## src/rtl/mbx_pkg.sv

```systemverilog
// Package: shared register selector type and offsets for the interrupt mailbox.
// Assumes word-aligned 32-bit-style register spacing (byte offsets 0,4,8,C).
package mbx_pkg;

    // Register selected by address bits [3:2]
    typedef enum logic [1:0] {
        RS_SET  = 2'd0,
        RS_CLR  = 2'd1,
        RS_STAT = 2'd2,
        RS_MASK = 2'd3
    } reg_sel_e;

    localparam int unsigned SEL_LSB = 2;
    localparam int unsigned MAP_W   = 4;   // byte-address bits covered by the map

endpackage

```

## src/rtl/mbx_addr_dec.sv

```systemverilog
// Module: address decoder for the mailbox register window.
// Maps a byte address to one of four registers and flags addresses that
// fall outside the window or are unaligned, plus writes to the read-only
// status register. Purely combinational; assumes ADDR_W > MAP_W.
module mbx_addr_dec
    import mbx_pkg::*;
#(
    parameter int unsigned ADDR_W = 12
) (
    input  logic [ADDR_W-1:0] addr,
    input  logic              is_write,
    output reg_sel_e          sel,
    output logic              bad
);

    logic in_window;
    logic aligned;

    // Classify the address and pick the register
    always_comb begin
        in_window = (addr[ADDR_W-1:MAP_W] == '0);
        aligned   = (addr[SEL_LSB-1:0] == '0);
        sel       = reg_sel_e'(addr[MAP_W-1:SEL_LSB]);
        bad       = !in_window || !aligned || (is_write && sel == RS_STAT);
    end

endmodule

```

## src/rtl/mbx_wait_gen.sv

```systemverilog
// Module: wait-state generator for the APB access phase.
// Counts access-phase cycles and raises ready after WAIT_CYCLES stalled
// cycles. Assumes 0 <= WAIT_CYCLES <= 3 and that the requester holds the
// access until ready is seen. Synchronous active-low reset.
module mbx_wait_gen #(
    parameter int unsigned WAIT_CYCLES = 2
) (
    input  logic clk,
    input  logic rst_n,
    input  logic access,
    output logic ready
);

    localparam int unsigned CNT_W  = 2;
    localparam logic [CNT_W-1:0] WAIT_V = CNT_W'(WAIT_CYCLES);

    logic [CNT_W-1:0] cnt_q;

    // Ready once the stall count reaches the configured number of waits
    always_comb ready = (cnt_q == WAIT_V);

    // Advance the stall count during a stalled access, restart otherwise
    always_ff @(posedge clk) begin
        if (!rst_n)                cnt_q <= '0;
        else if (access && !ready) cnt_q <= cnt_q + 1'b1;
        else                       cnt_q <= '0;
    end


    cnt_bound_chk: assert property (@(posedge clk) disable iff (!rst_n)
        cnt_q <= WAIT_V);


    stall_advance_chk: assert property (@(posedge clk) disable iff (!rst_n)
        (access && !ready) |=> (cnt_q == $past(cnt_q) + 1'b1));


    idle_restart_chk: assert property (@(posedge clk) disable iff (!rst_n)
        !access |=> (cnt_q == '0));

endmodule

```

## src/rtl/mbx_irq_regs.sv

```systemverilog
// Module: pending and enable storage for the interrupt lines.
// Pending bits are set and cleared by per-bit strobes, with set taking
// priority when both hit the same bit. The enable mask is loaded whole.
// Synchronous active-low reset clears everything.
module mbx_irq_regs #(
    parameter int unsigned NUM_IRQ = 8
) (
    input  logic               clk,
    input  logic               rst_n,
    input  logic [NUM_IRQ-1:0] set_vec,
    input  logic [NUM_IRQ-1:0] clr_vec,
    input  logic               mask_we,
    input  logic [NUM_IRQ-1:0] mask_d,
    output logic [NUM_IRQ-1:0] pending,
    output logic [NUM_IRQ-1:0] enable
);

    // Per-bit pending flops, set has priority over clear
    for (genvar i = 0; i < NUM_IRQ; i++) begin : g_pend
        always_ff @(posedge clk) begin
            if (!rst_n)          pending[i] <= 1'b0;
            else if (set_vec[i]) pending[i] <= 1'b1;
            else if (clr_vec[i]) pending[i] <= 1'b0;
        end
    end

    // Enable mask register
    always_ff @(posedge clk) begin
        if (!rst_n)       enable <= '0;
        else if (mask_we) enable <= mask_d;
    end


    set_lands_chk: assert property (@(posedge clk) disable iff (!rst_n)
        (set_vec != '0) |=> ((pending & $past(set_vec)) == $past(set_vec)));


    clr_lands_chk: assert property (@(posedge clk) disable iff (!rst_n)
        (clr_vec != '0) |=> ((pending & $past(clr_vec & ~set_vec)) == '0));


    pend_hold_chk: assert property (@(posedge clk) disable iff (!rst_n)
        (set_vec == '0 && clr_vec == '0) |=> (pending == $past(pending)));


    mask_hold_chk: assert property (@(posedge clk) disable iff (!rst_n)
        !mask_we |=> (enable == $past(enable)));

endmodule

```

## src/rtl/irq_mailbox_apb.sv

```systemverilog
// Module: APB3 completer carrying an inter-core interrupt mailbox.
// Registers: 0x0 write-1-set, 0x4 write-1-clear, 0x8 pending (read-only),
// 0xC enable mask. irq = pending & enable. Inserts WAIT_CYCLES wait states
// per access and answers bad addresses or status writes with PSLVERR and no
// state change. Response outputs are zero outside the access phase.
// Assumes NUM_IRQ <= DATA_W, ADDR_W > 4, WAIT_CYCLES in 0..3.
module irq_mailbox_apb
    import mbx_pkg::*;
#(
    parameter int unsigned NUM_IRQ     = 8,
    parameter int unsigned DATA_W      = 32,
    parameter int unsigned ADDR_W      = 12,
    parameter int unsigned WAIT_CYCLES = 2
) (
    input  logic              pclk,
    input  logic              presetn,
    input  logic              psel,
    input  logic              penable,
    input  logic [ADDR_W-1:0] paddr,
    input  logic              pwrite,
    input  logic [DATA_W-1:0] pwdata,
    output logic [DATA_W-1:0] prdata,
    output logic              pready,
    output logic              pslverr,
    output logic [NUM_IRQ-1:0] irq
);

    logic               access;
    logic               wait_done;
    logic               dec_bad;
    reg_sel_e           dec_sel;
    logic               commit;
    logic [NUM_IRQ-1:0] wr_bits;
    logic [NUM_IRQ-1:0] set_vec;
    logic [NUM_IRQ-1:0] clr_vec;
    logic               mask_we;
    logic [NUM_IRQ-1:0] pend_q;
    logic [NUM_IRQ-1:0] mask_q;
    logic [DATA_W-1:0]  rd_word;

    // Access phase of an addressed transfer
    always_comb access = psel && penable;

    mbx_addr_dec #(.ADDR_W(ADDR_W)) u_dec (
        .addr     (paddr),
        .is_write (pwrite),
        .sel      (dec_sel),
        .bad      (dec_bad)
    );

    mbx_wait_gen #(.WAIT_CYCLES(WAIT_CYCLES)) u_wait (
        .clk    (pclk),
        .rst_n  (presetn),
        .access (access),
        .ready  (wait_done)
    );

    // Turn a completing good write into per-register strobes
    always_comb begin
        commit  = access && wait_done && pwrite && !dec_bad;
        wr_bits = pwdata[NUM_IRQ-1:0];
        set_vec = (commit && dec_sel == RS_SET) ? wr_bits : '0;
        clr_vec = (commit && dec_sel == RS_CLR) ? wr_bits : '0;
        mask_we = commit && dec_sel == RS_MASK;
    end

    mbx_irq_regs #(.NUM_IRQ(NUM_IRQ)) u_regs (
        .clk     (pclk),
        .rst_n   (presetn),
        .set_vec (set_vec),
        .clr_vec (clr_vec),
        .mask_we (mask_we),
        .mask_d  (wr_bits),
        .pending (pend_q),
        .enable  (mask_q)
    );

    // Select the read word, zero-extended
    always_comb begin
        rd_word = '0;
        unique case (dec_sel)
            RS_STAT: rd_word[NUM_IRQ-1:0] = pend_q;
            RS_MASK: rd_word[NUM_IRQ-1:0] = mask_q;
            default: rd_word = '0;
        endcase
    end

    // Drive the response only in the final access cycle
    always_comb begin
        pready  = access && wait_done;
        pslverr = pready && dec_bad;
        prdata  = (pready && !pwrite && !dec_bad) ? rd_word : '0;
    end

    // Gate pending lines with their enables
    always_comb irq = pend_q & mask_q;


    idle_quiet_chk: assert property (@(posedge pclk) disable iff (!presetn)
        !(psel && penable) |-> (!pready && !pslverr && prdata == '0));


    err_no_effect_chk: assert property (@(posedge pclk) disable iff (!presetn)
        (pready && pslverr) |=> (irq == $past(irq)));


    stat_write_err_chk: assert property (@(posedge pclk) disable iff (!presetn)
        (pready && pwrite && paddr == ADDR_W'(8)) |-> pslverr);


    irq_gate_chk: assert property (@(posedge pclk) disable iff (!presetn)
        (irq & ~mask_q) == '0);

endmodule

```

## config.mk

```make
export PLATFORM = sky130hd
export DESIGN_NAME = irq_mailbox_apb
export DESIGN_NICKNAME = d
export VERILOG_FILES = /design/src/rtl/mbx_pkg.sv /design/src/rtl/mbx_addr_dec.sv /design/src/rtl/mbx_wait_gen.sv /design/src/rtl/mbx_irq_regs.sv /design/src/rtl/irq_mailbox_apb.sv
export SDC_FILE = /design/constraint.sdc
export NUM_CORES = 1
export LEC_CHECK = 0
export BUFFER_PORTS_ARGS = -buffer_cell sky130_fd_sc_hd__clkbuf_2
export CAP_MARGIN = 20
export CORE_ASPECT_RATIO = 1.1
export CORE_MARGIN = 8
export CORE_UTILIZATION = 41
export CTS_BUF_LIST = sky130_fd_sc_hd__clkbuf_16
export DETAILED_ROUTE_END_ITERATION = 6
export PLACE_DENSITY = 0.84
export SYNTH_ARGS = -nofsm -noshare
export SYNTH_HDL_FRONTEND = slang
export SYNTH_SLANG_ARGS = --single-unit
```

## constraint.sdc

```tcl
create_clock -name pclk -period 1.54 [get_ports pclk]
set_clock_uncertainty 0.05 [all_clocks]
set_input_delay 0.154 -clock pclk [delete_from_list [all_inputs] [get_ports pclk]]
set_output_delay 0.154 -clock pclk [all_outputs]
set_load 0.01 [all_outputs]
```

==> run_results.csv, run 1 <==
group,metric,value,unit
run_status,status,"finished, violations left",
run_status,violations,"negative setup slack",
logic_synthesis,synth_top_area_cell,"dfxtp_1",
placement,numPortBuffers,42,
sta,final-setup-viol-count,8,
worst_setup_path,timing.rr.end,"u_regs.enable[1]$_SDFFE_PN0P_",
worst_setup_path,worstPathArrival,1.44,ns
logic_synthesis,synth_top_cell_area_share,27.85,%
cells_and_area,regArea,362.8,um^2
grt,grt_max_degree,16,
detailed_routing,drc_errors,0,
detailed_routing,vias_per_cell,4.910,
pwr,finalPower,1.118,mW
logic_synthesis,synth.yosys.seq_area_share,27.85,%
logic_synthesis,yosysUniqueCellTypes,25,
die,die_width,69.56,um
die,dieArea,5211,um^2
min_path,worstHoldStart,"pwdata[0]",
grt,grt_usage,12.01,%
sta,rsz0062_at_grt,"yes",
cts,clock_path_buffers,2,
pwr,pwr_density_cell,669.3,nW/um^2
cts,clock_latency,0.24,ns
detailed_routing,drt_first_pass_iters,5,
logic_synthesis,synth_area_leaders,"dfxtp_1, mux2i_1, buf_4",
sta,fin_tns_setup,-0.7402,ns
cts,hold_buffers,0,
pwr,p_leak,0.8434,nW
detailed_routing,avgRoutedWirePerCell,14.32,um
cts,tritoncts,"done",
logic_synthesis,synth_seq_cells,18,
sta,max_freq,607.5,MHz
grt,busiest_layer,"met2",
cells_and_area,multiInputGateArea,878.3,um^2
worst_setup_path,r2r_cells,5,
die,core_area,3022,um^2
cells_and_area,syn_to_final_growth,29.11,%
sta,setup_ws,-0.1062,ns
sta,hold_viol_final,0,
detailed_routing,wl,3337,um
cells_and_area,finalNetCount,250,
min_path,worstHoldPathType,"input port to register",
cells_and_area,fillers,300,
die,initial_core_util,42.82,%
cts,cts_sinks,18,
cells_and_area,final_cells,233,
die,ios,91,
worst_setup_path,setup.worst_path.class,"register to primary output",
grt,gr-usage-met3,4.084,%
cells_and_area,layout_common_cells,"clkbuf_2, nand2_1, mux2i_1, conb_1, dfxtp_1",
logic_synthesis,syn_area,1294,um^2
placement,place_inst,228,
logic_synthesis,yosysWarnings,0,
pwr,irDropWorstVdd,0.4642,mV
detailed_routing,num_vias,1144,
worst_setup_path,crit-reg2reg-launch,"u_wait.cnt_q[0]$_SDFF_PN0_",
grt,gr-usage-met2,21.11,%
worst_setup_path,critPathLaunchType,"register",
grt,grt_pass1_wl,5257,um
cells_and_area,diodes,0,
die,num_rows,21,
min_path,min_path_cells,3,
die,die_h,74.92,um
detailed_routing,initialDrtViolationCount,36,
worst_setup_path,end_kind,"primary output",
grt,grt_pass1_vias,1208,
cts,cts_buffers,3,
placement,gp_congestion,0.8050,
flow_run,cap_violations,0,
grt,overflow,0,
logic_synthesis,syn_area_per_cell,8.568,um^2
worst_setup_path,critPathRequiredTime,1.34,ns
worst_setup_path,r2r_slack,0.16,ns
cells_and_area,drive_gt1_share,37.69,%
logic_synthesis,syn_inst,151,
cts,h-tree-depth,1,
cts,cts_root_buf,"clkbuf_16",
cells_and_area,layout_commonest_cell,"clkbuf_2",
cells_and_area,finalCoreUtilization,55.28,%
sta,fin_crit_sh,106.9,%
worst_setup_path,path_max_fanout,8,
grt,grt_antenna_before_repair,0,
min_path,hold_end,"u_regs.enable[0]$_SDFFE_PN0P_",
grt,use_met1,13.63,%
sta,min_period,1.646,ns
cts,clk_pin_slew,0.05,ns
placement,place_ws,-0.09417,ns
placement,dp_hpwl,2604,um
sta,drv_slew,0,
detailed_routing,ant_nets,0,
[logic make-up after synthesis]
| family | after synthesis | share of synthesized area (%) |
|---|---|---|
| and+or+nand+nor | 72 | 34.24 |
| buffers and inverters | 34 | 17.50 |
| muxes | 24 | 18.57 |
| DFF | 18 | 27.85 |
| AOI/OAI and AO/OA | 1 | 0.5805 |
| adders and majority gates | 1 | 0.9670 |
| other | 1 | 0.2899 |
[report_power, final]
group | total [mW] | internal [mW] | switching [mW]
combinational | 0.137 | 0.0476 | 0.0894
clock | 0.512 | 0.345 | 0.168
sequential | 0.469 | 0.468 | 0.000925
[cells in the mapped netlist (all sizes together)]
library cell	instances
inv	1
nand2	25
and3	1
nand3	1
and4	10
buf	27
clkbuf	6
nor4	2
nor2	4
nor4b	1
mux2i	24
nand4	8
nor3	8
ha	1
o21a	1
nand2b	1
nor4bb	1
conb	1
nand4b	1
and2	8
nand3b	1
dfxtp	18
[sequential cells by signal (all words and copies together) (netlist names)]
| signal | flops |
|---|---|
| u_regs.enable | 8 |
| u_regs.pending | 8 |
| u_wait.cnt_q | 2 |
[worst max-delay path: stages, from the launching register on]
cell and delay [ns]:
dfxtp_2 0.32, inv_2 0.05, ha_4 0.12, and3_4 0.18
nand3b_1 0.09, buf_6 0.17, nor3_4 0.11, buf_2 0.15
[final cells by class]
cell class	count	area share (%)
sequential	18	21.72
timing repair buffer	54	18.20
multi-input combinational	122	52.58
clock inverter	1	0.2247
inverter	1	0.2247
tap	34	2.547
clock buffer	3	4.494
[layer usage]
layer | up-vias | part of all wire, % | wire (um)
met2 | 44 | 50 | 1685
met1 | 525 | 41 | 1376
met3 | 2 | 7.7 | 258
li1 | 573 | - | -
met5 | - | 0 | 0
met4 | 0 | 0.48 | 16
[worst max-delay path by stage]
| stage | startpoint | to | slack, ns | cells past startpoint |
|---|---|---|---|---|
| floorplan | u_wait.cnt_q[0]$_SDFF_PN0_ | prdata[0] | -0.01 | 6 |
| global placement | paddr[9] | u_regs.enable[7]$_SDFFE_PN0P_ | -0.04 | 4 |
| detailed placement | u_wait.cnt_q[0]$_SDFF_PN0_ | u_regs.enable[2]$_SDFFE_PN0P_ | -0.09 | 5 |
| CTS | u_wait.cnt_q[0]$_SDFF_PN0_ | prdata[7] | -0.12 | 7 |
| global route | u_wait.cnt_q[0]$_SDFF_PN0_ | prdata[3] | -0.19 | 7 |
| finish | u_wait.cnt_q[0]$_SDFF_PN0_ | prdata[7] | -0.11 | 7 |
[metrics by stage]
step           hold slack (ns)  cell area (um^2)
6_report                0.1007              1670
2_1_floorplan           0.2461              1450
3_5_place_dp            0.3494              1553
5_1_grt                 0.1080              1670
4_1_cts                 0.1043              1657
3_3_place_gp            0.3452              1553
[repair_timing]
item                                    in CTS  in global routing
resized for setup                            4                 11
hold endpoints to repair                     0                  0
buffers inserted                             1                  0
endpoints found under the setup margin      16                 13
gates cloned                                 0                  0
No activity file was read; power rests on OpenSTA's default activity.
==> run 2: changes to the inputs <==
PLACE_DENSITY = 0.8   (was 0.84)
==> run 2 against run 1 <==
Compared with the run above: the run still ends with negative setup slack left; sequential share of layout area is 0.18 points lower; final area is 0.82% higher; clock power is 1% higher; cell count is 0.86% higher; via count is 2.6% higher; combinational power hardly changed; non-clock buffer count is 2 higher; first-iteration DRC count is 31% higher; wire length is 2.4% higher; count of clock-buffer cells in the layout stayed put; register-to-register slack worse by 0.10 ns.
==> run_results.csv, run 2 (synthesis results as in run 1) <==
group,metric,value,unit
run_status,status,"finished, violations left",
run_status,violations,"negative setup slack",
min_path,worstHoldStart,"pwdata[1]",
placement,numPortBuffers,42,
min_path,hold_end,"u_regs.enable[1]$_SDFFE_PN0P_",
detailed_routing,drc_errors,0,
cells_and_area,syn_to_final_growth,30.17,%
cells_and_area,layout_common_cells,"clkbuf_2, nand2_1, mux2i_1, conb_1, dfxtp_1",
cts,clk_pin_slew,0.05,ns
pwr,irDropWorstVdd,0.4820,mV
detailed_routing,num_vias,1174,
cts,clock_path_buffers,2,
die,ios,91,
worst_setup_path,critPathRequiredTime,1.34,ns
sta,fin_crit_sh,110.3,%
detailed_routing,vias_per_cell,4.996,
cts,cts_sinks,18,
cts,hold_buffers,0,
detailed_routing,avgRoutedWirePerCell,14.54,um
min_path,worstHoldPathType,"input port to register",
pwr,switching_power,0.2622,mW
cts,clock_latency,0.25,ns
pwr,p_int,0.8612,mW
placement,dp_hpwl,2619,um
cells_and_area,top_regs,"u_regs.enable (8), u_regs.pending (8), u_wait.cnt_q (2)",
cells_and_area,layout_commonest_cell,"clkbuf_2",
sta,drv_slew,0,
pwr,clkPwrFrac,46.0,%
sta,min_period,1.699,ns
die,initial_core_util,42.82,%
worst_setup_path,end_kind,"primary output",
detailed_routing,initialDrtViolationCount,47,
die,num_rows,21,
placement,gp_congestion,0.7932,
worst_setup_path,setup.worst_path.class,"register to primary output",
sta,rsz0062_at_grt,"yes",
cells_and_area,drive_gt1_share,38.31,%
grt,grt_pass1_vias,1175,
cts,tritoncts,"done",
sta,hold_viol_final,0,
pwr,combPwrFrac,12.3,%
worst_setup_path,timing.rr.end,"u_regs.pending[7]$_SDFFE_PN0P_",
sta,max_freq,588.6,MHz
pwr,pwr_density_cell,667.1,nW/um^2
cts,cts_root_buf,"clkbuf_16",
die,core_area,3022,um^2
worst_setup_path,r2r_cells,8,
worst_setup_path,worstPathArrival,1.49,ns
die,dieArea,5211,um^2
die,die_width,69.56,um
cells_and_area,fillers,284,
cts,cts_buffers,3,
cts,h-tree-depth,1,
pwr,p_leak,0.8251,nW
worst_setup_path,path_max_fanout,4,
sta,hold_ws,0.1064,ns
cells_and_area,finalNetCount,252,
grt,grt_usage,12.12,%
worst_setup_path,r2r_slack,0.06,ns
worst_setup_path,crit-reg2reg-launch,"u_wait.cnt_q[0]$_SDFF_PN0_",
grt,overflow,0,
detailed_routing,drt_first_pass_iters,4,
pwr,p_sw_share,23.34,%
flow_run,cap_violations,0,
die,die_h,74.92,um
pwr,seqPwrFrac,41.7,%
pwr,finalPower,1.123,mW
grt,grt_max_degree,16,
grt,grt_antenna_before_repair,0,
detailed_routing,wl,3417,um
detailed_routing,ant_nets,0,
worst_setup_path,critPathLaunchType,"register",
min_path,min_path_cells,3,
grt,grt_pass1_wl,5237,um
cells_and_area,diodes,0,
sta,setup_ws,-0.1589,ns
sta,final-setup-viol-count,8,
run 2: cell types whose count changed in the layout (fill, tap and decap cells not counted):
cell,previous run,this run
buf_2,8,9
buf_4,11,10
buf_6,1,4
clkbuf_2,34,33
nor3_2,4,6
nor3_4,4,2
run 2: stage by stage:
| step | cell area, um^2 | std cells | setup WS (ns) | util [%] | TNS (ns) |
|---|---|---|---|---|---|
| 4_1_cts | 1652 | 234 | -0.1732 | 54.66 | -1.252 |
| 6_report | 1684 | 235 | -0.1589 | 55.74 | -1.135 |
| 5_1_grt | 1684 | 235 | -0.2472 | 55.74 | -1.796 |
| 3_3_place_gp | 1553 | 228 | -0.06819 | 51.39 | -0.4315 |
| 2_1_floorplan | 1450 | 174 | -0.01143 | - | -0.09143 |
| 3_5_place_dp | 1553 | 228 | -0.08868 | 51.39 | -0.6621 |
run 2: final cells by class:
class | count | area (um^2) | share of cell area, %
clock buffer | 3 | 75.07 | 4.458
clock inverter | 1 | 3.754 | 0.2229
inverter | 1 | 3.754 | 0.2229
multi-input combinational | 122 | 865.8 | 51.41
sequential | 18 | 362.8 | 21.55
tap | 34 | 42.54 | 2.526
timing repair buffer | 56 | 330.3 | 19.61
run 2: power by group through the flow:
stage          Combinational [mW]  Clock, mW  Sequential (mW)
2_1_floorplan               0.118          0            0.478
3_3_place_gp                0.131          0            0.478
3_5_place_dp                0.134          0            0.479
4_1_cts                     0.135      0.525            0.469
5_1_grt                     0.153      0.554            0.468
6_report                    0.138      0.517            0.469
run 2: per-layer routing:
metal / up-vias / track usage [%] / part of all wire [%]
li1: 578 / - / -
met1: 554 / 13.31 / 41
met2: 40 / 21.00 / 51
met3: 2 / 3.557 / 7.1
met4: 0 / 6.378 / 1.1
met5: - / 0 / 0
run 2: what timing repair did:
item                       in CTS  in global routing
setup endpoints to repair      16                 12
pin swaps                       0                  5
setup buffers                   2                  1
resized for setup               2                 15
run 2: worst max-delay path: stages, from the launching register on:
cell	delay, ns
dfxtp_2	0.32
inv_2	0.06
ha_4	0.12
and3_4	0.18
nand3b_1	0.14
buf_6	0.18
nor3_2	0.10
buf_2	0.15
run 2: worst max-delay path by stage:
| stage | from | endpoint | cells past startpoint |
|---|---|---|---|
| 6_report | u_wait.cnt_q[0]$_SDFF_PN0_ | prdata[7] | 7 |
| 5_1_grt | u_wait.cnt_q[0]$_SDFF_PN0_ | prdata[5] | 7 |
| 4_1_cts | u_wait.cnt_q[0]$_SDFF_PN0_ | prdata[0] | 7 |
| 3_5_place_dp | u_wait.cnt_q[0]$_SDFF_PN0_ | u_regs.enable[7]$_SDFFE_PN0P_ | 5 |
| 3_3_place_gp | u_wait.cnt_q[0]$_SDFF_PN0_ | u_regs.enable[7]$_SDFFE_PN0P_ | 5 |
| 2_1_floorplan | u_wait.cnt_q[0]$_SDFF_PN0_ | prdata[0] | 6 |
==> run 3: changes to the inputs <==
CORE_MARGIN = 2   (was 8)
==> run 3 against run 2 <==
Compared with the run above: the flow still finishes with violations (negative setup slack); combinational power fell by 4%; setup slack better by 0.044 ns; count of clock-buffer cells in the layout stayed put; global-route usage up 4.5 points; core utilization decreased by 0.70 points; wire length down 15%; critical endpoint is now prdata[5]; die area down 31%.
==> run_results.csv, run 3 (synthesis results as in run 1) <==
group,metric,value,unit
sta,max_freq,604.4,MHz
die,die_width,57.56,um
detailed_routing,initialDrtViolationCount,29,
grt,grt_max_degree,16,
worst_setup_path,path_delay_family,"simple AND/OR/NAND/NOR gates",
worst_setup_path,critPathLaunchType,"register",
worst_setup_path,critPathCapture,"prdata[5]",
sta,setup_ws,-0.1146,ns
detailed_routing,num_vias,1162,
worst_setup_path,r2r_slack,0.07,ns
cts,cts_root_buf,"clkbuf_16",
grt,grt_usage,16.61,%
worst_setup_path,crit_buf_inv,3,
detailed_routing,ant_nets,0,
run_status,status,"finished, violations left",
detailed_routing,avgRoutedWirePerCell,12.36,um
die,core_area,3022,um^2
run_status,violations,"negative setup slack",
sta,min_period,1.655,ns
cells_and_area,diodes,0,
die,ios,91,
worst_setup_path,r2r_cells,7,
worst_setup_path,timing.rr.end,"u_regs.enable[4]$_SDFFE_PN0P_",
worst_setup_path,setup.worst_path.class,"register to primary output",
grt,grt_pass1_vias,1069,
placement,place_ws,0.05792,ns
placement,gp_congestion,0.8107,
detailed_routing,vias_per_cell,4.966,
cts,tritoncts,"done",
cells_and_area,fillers,286,
cells_and_area,multiInputGateArea,863.3,um^2
cts,h-tree-depth,1,
placement,place_inst,227,
worst_setup_path,critPathRequiredTime,1.34,ns
cts,clk_pin_slew,0.05,ns
min_path,worstHoldPathType,"input port to register",
sta,fin_crit_sh,107.4,%
detailed_routing,drt_first_pass_iters,4,
pwr,irDropWorstVdd,0.6348,mV
grt,overflow,0,
worst_setup_path,path_max_fanout,8,
grt,grt_pass1_wl,4774,um
placement,dpl-instance-area,1545,um^2
cells_and_area,final_cells,234,
cts,clock_latency,0.24,ns
worst_setup_path,worstPathArrival,1.45,ns
grt,grt_antenna_before_repair,0,
pwr,pwr_density_cell,670.3,nW/um^2
worst_setup_path,end_kind,"primary output",
cts,cts_buffers,3,
placement,numPortBuffers,42,
cells_and_area,finalNetCount,251,
sta,hold_viol_final,0,
cells_and_area,regArea,362.8,um^2
cells_and_area,drive_gt1_share,37.50,%
die,die_h,62.92,um
flow_run,cap_violations,0,
detailed_routing,drc_errors,0,
detailed_routing,wl,2893,um
die,num_rows,21,
die,dieArea,3621,um^2
cells_and_area,top_regs,"u_regs.enable (8), u_regs.pending (8), u_wait.cnt_q (2)",
worst_setup_path,cpMaxStageDelayCell,"dfxtp_2",
worst_setup_path,crit_chain,"inv_2 -> ha_4 -> and3_4 -> nand3b_1 -> buf_6 -> nor3_4 -> buf_2",
worst_setup_path,slowest_delay,0.32,ns
placement,dp_hpwl,2089,um
cells_and_area,finalCoreUtilization,55.03,%
sta,drv_slew,0,
sta,rsz0062_at_grt,"yes",
cts,cts_sinks,18,
worst_setup_path,crit-reg2reg-launch,"u_wait.cnt_q[0]$_SDFF_PN0_",
pwr,p_leak,0.8173,nW
cells_and_area,syn_to_final_growth,28.53,%
cells_and_area,layout_common_cells,"clkbuf_2, nand2_1, mux2i_1, conb_1, dfxtp_1",
cells_and_area,layout_commonest_cell,"clkbuf_2",
die,initial_core_util,42.82,%
worst_setup_path,cp_num_cells,7,
cts,clock_path_buffers,2,
cells_and_area,design_area,1663,um^2
worst_setup_path,crit_start,"u_wait.cnt_q[0]$_SDFF_PN0_",
sta,final-setup-viol-count,8,
==> run 3: layout make-up <==
cell class / count / area share [%]
Multi-Input combinational cell: 122 / 51.92
Sequential cell: 18 / 21.82
Timing Repair Buffer: 55 / 18.74
Clock buffer: 3 / 4.515
Tap cell: 34 / 2.558
Clock inverter: 1 / 0.2257
Inverter: 1 / 0.2257
==> run 3: per-layer routing <==
metal	wire (um)	vias up	part of all wire [%]	GRT usage, %
met4	64	0	2.2	8.721
met2	1384	41	48	28.27
met5	0	-	0	0
li1	-	583	-	-
met1	1265	534	44	20.00
met3	178	4	6.2	1.863
==> run 3: through the flow <==
stage	power, mW	hold WS [ns]	setup TNS [ns]
floorplan	0.5968	0.2461	-0.09143
global placement	0.6068	0.3460	0
detailed placement	0.6078	0.3516	0
CTS	1.121	0.1027	-0.9062
global route	1.158	0.1105	-1.347
finish	1.115	0.09899	-0.8152
==> run 3: report_power, final <==
group	internal (mW)	leakage, nW	total (mW)	switching (mW)
clock	0.345	0.0385	0.514	0.169
combinational	0.0456	0.633	0.132	0.0866
sequential	0.468	0.146	0.469	0.000940
==> run 3: how the worst min path moves through the flow <==
stage / from / end / depth (start not counted)
floorplan: pwdata[0] / u_regs.enable[0]$_SDFFE_PN0P_ / 2
global placement: u_wait.cnt_q[0]$_SDFF_PN0_ / u_wait.cnt_q[0]$_SDFF_PN0_ / 1
detailed placement: u_wait.cnt_q[0]$_SDFF_PN0_ / u_wait.cnt_q[0]$_SDFF_PN0_ / 1
CTS: pwdata[1] / u_regs.enable[1]$_SDFFE_PN0P_ / 3
global route: pwdata[0] / u_regs.enable[0]$_SDFFE_PN0P_ / 3
finish: pwdata[1] / u_regs.enable[1]$_SDFFE_PN0P_ / 3
==> run 3: worst reg2reg max path, stage by stage, from the launching register on <==
cell and delay (ns):
dfxtp_2 0.33, inv_2 0.04, ha_4 0.14, buf_4 0.13, and4_1 0.18, and4_1 0.21, buf_4 0.17, mux2i_1 0.12
==> run 3: what timing repair did <==
action                     4_1_cts  5_1_grt
setup endpoints to repair        8        8
gates resized for setup          2        9
buffers inserted                 3        0
hold buffers                     0        0
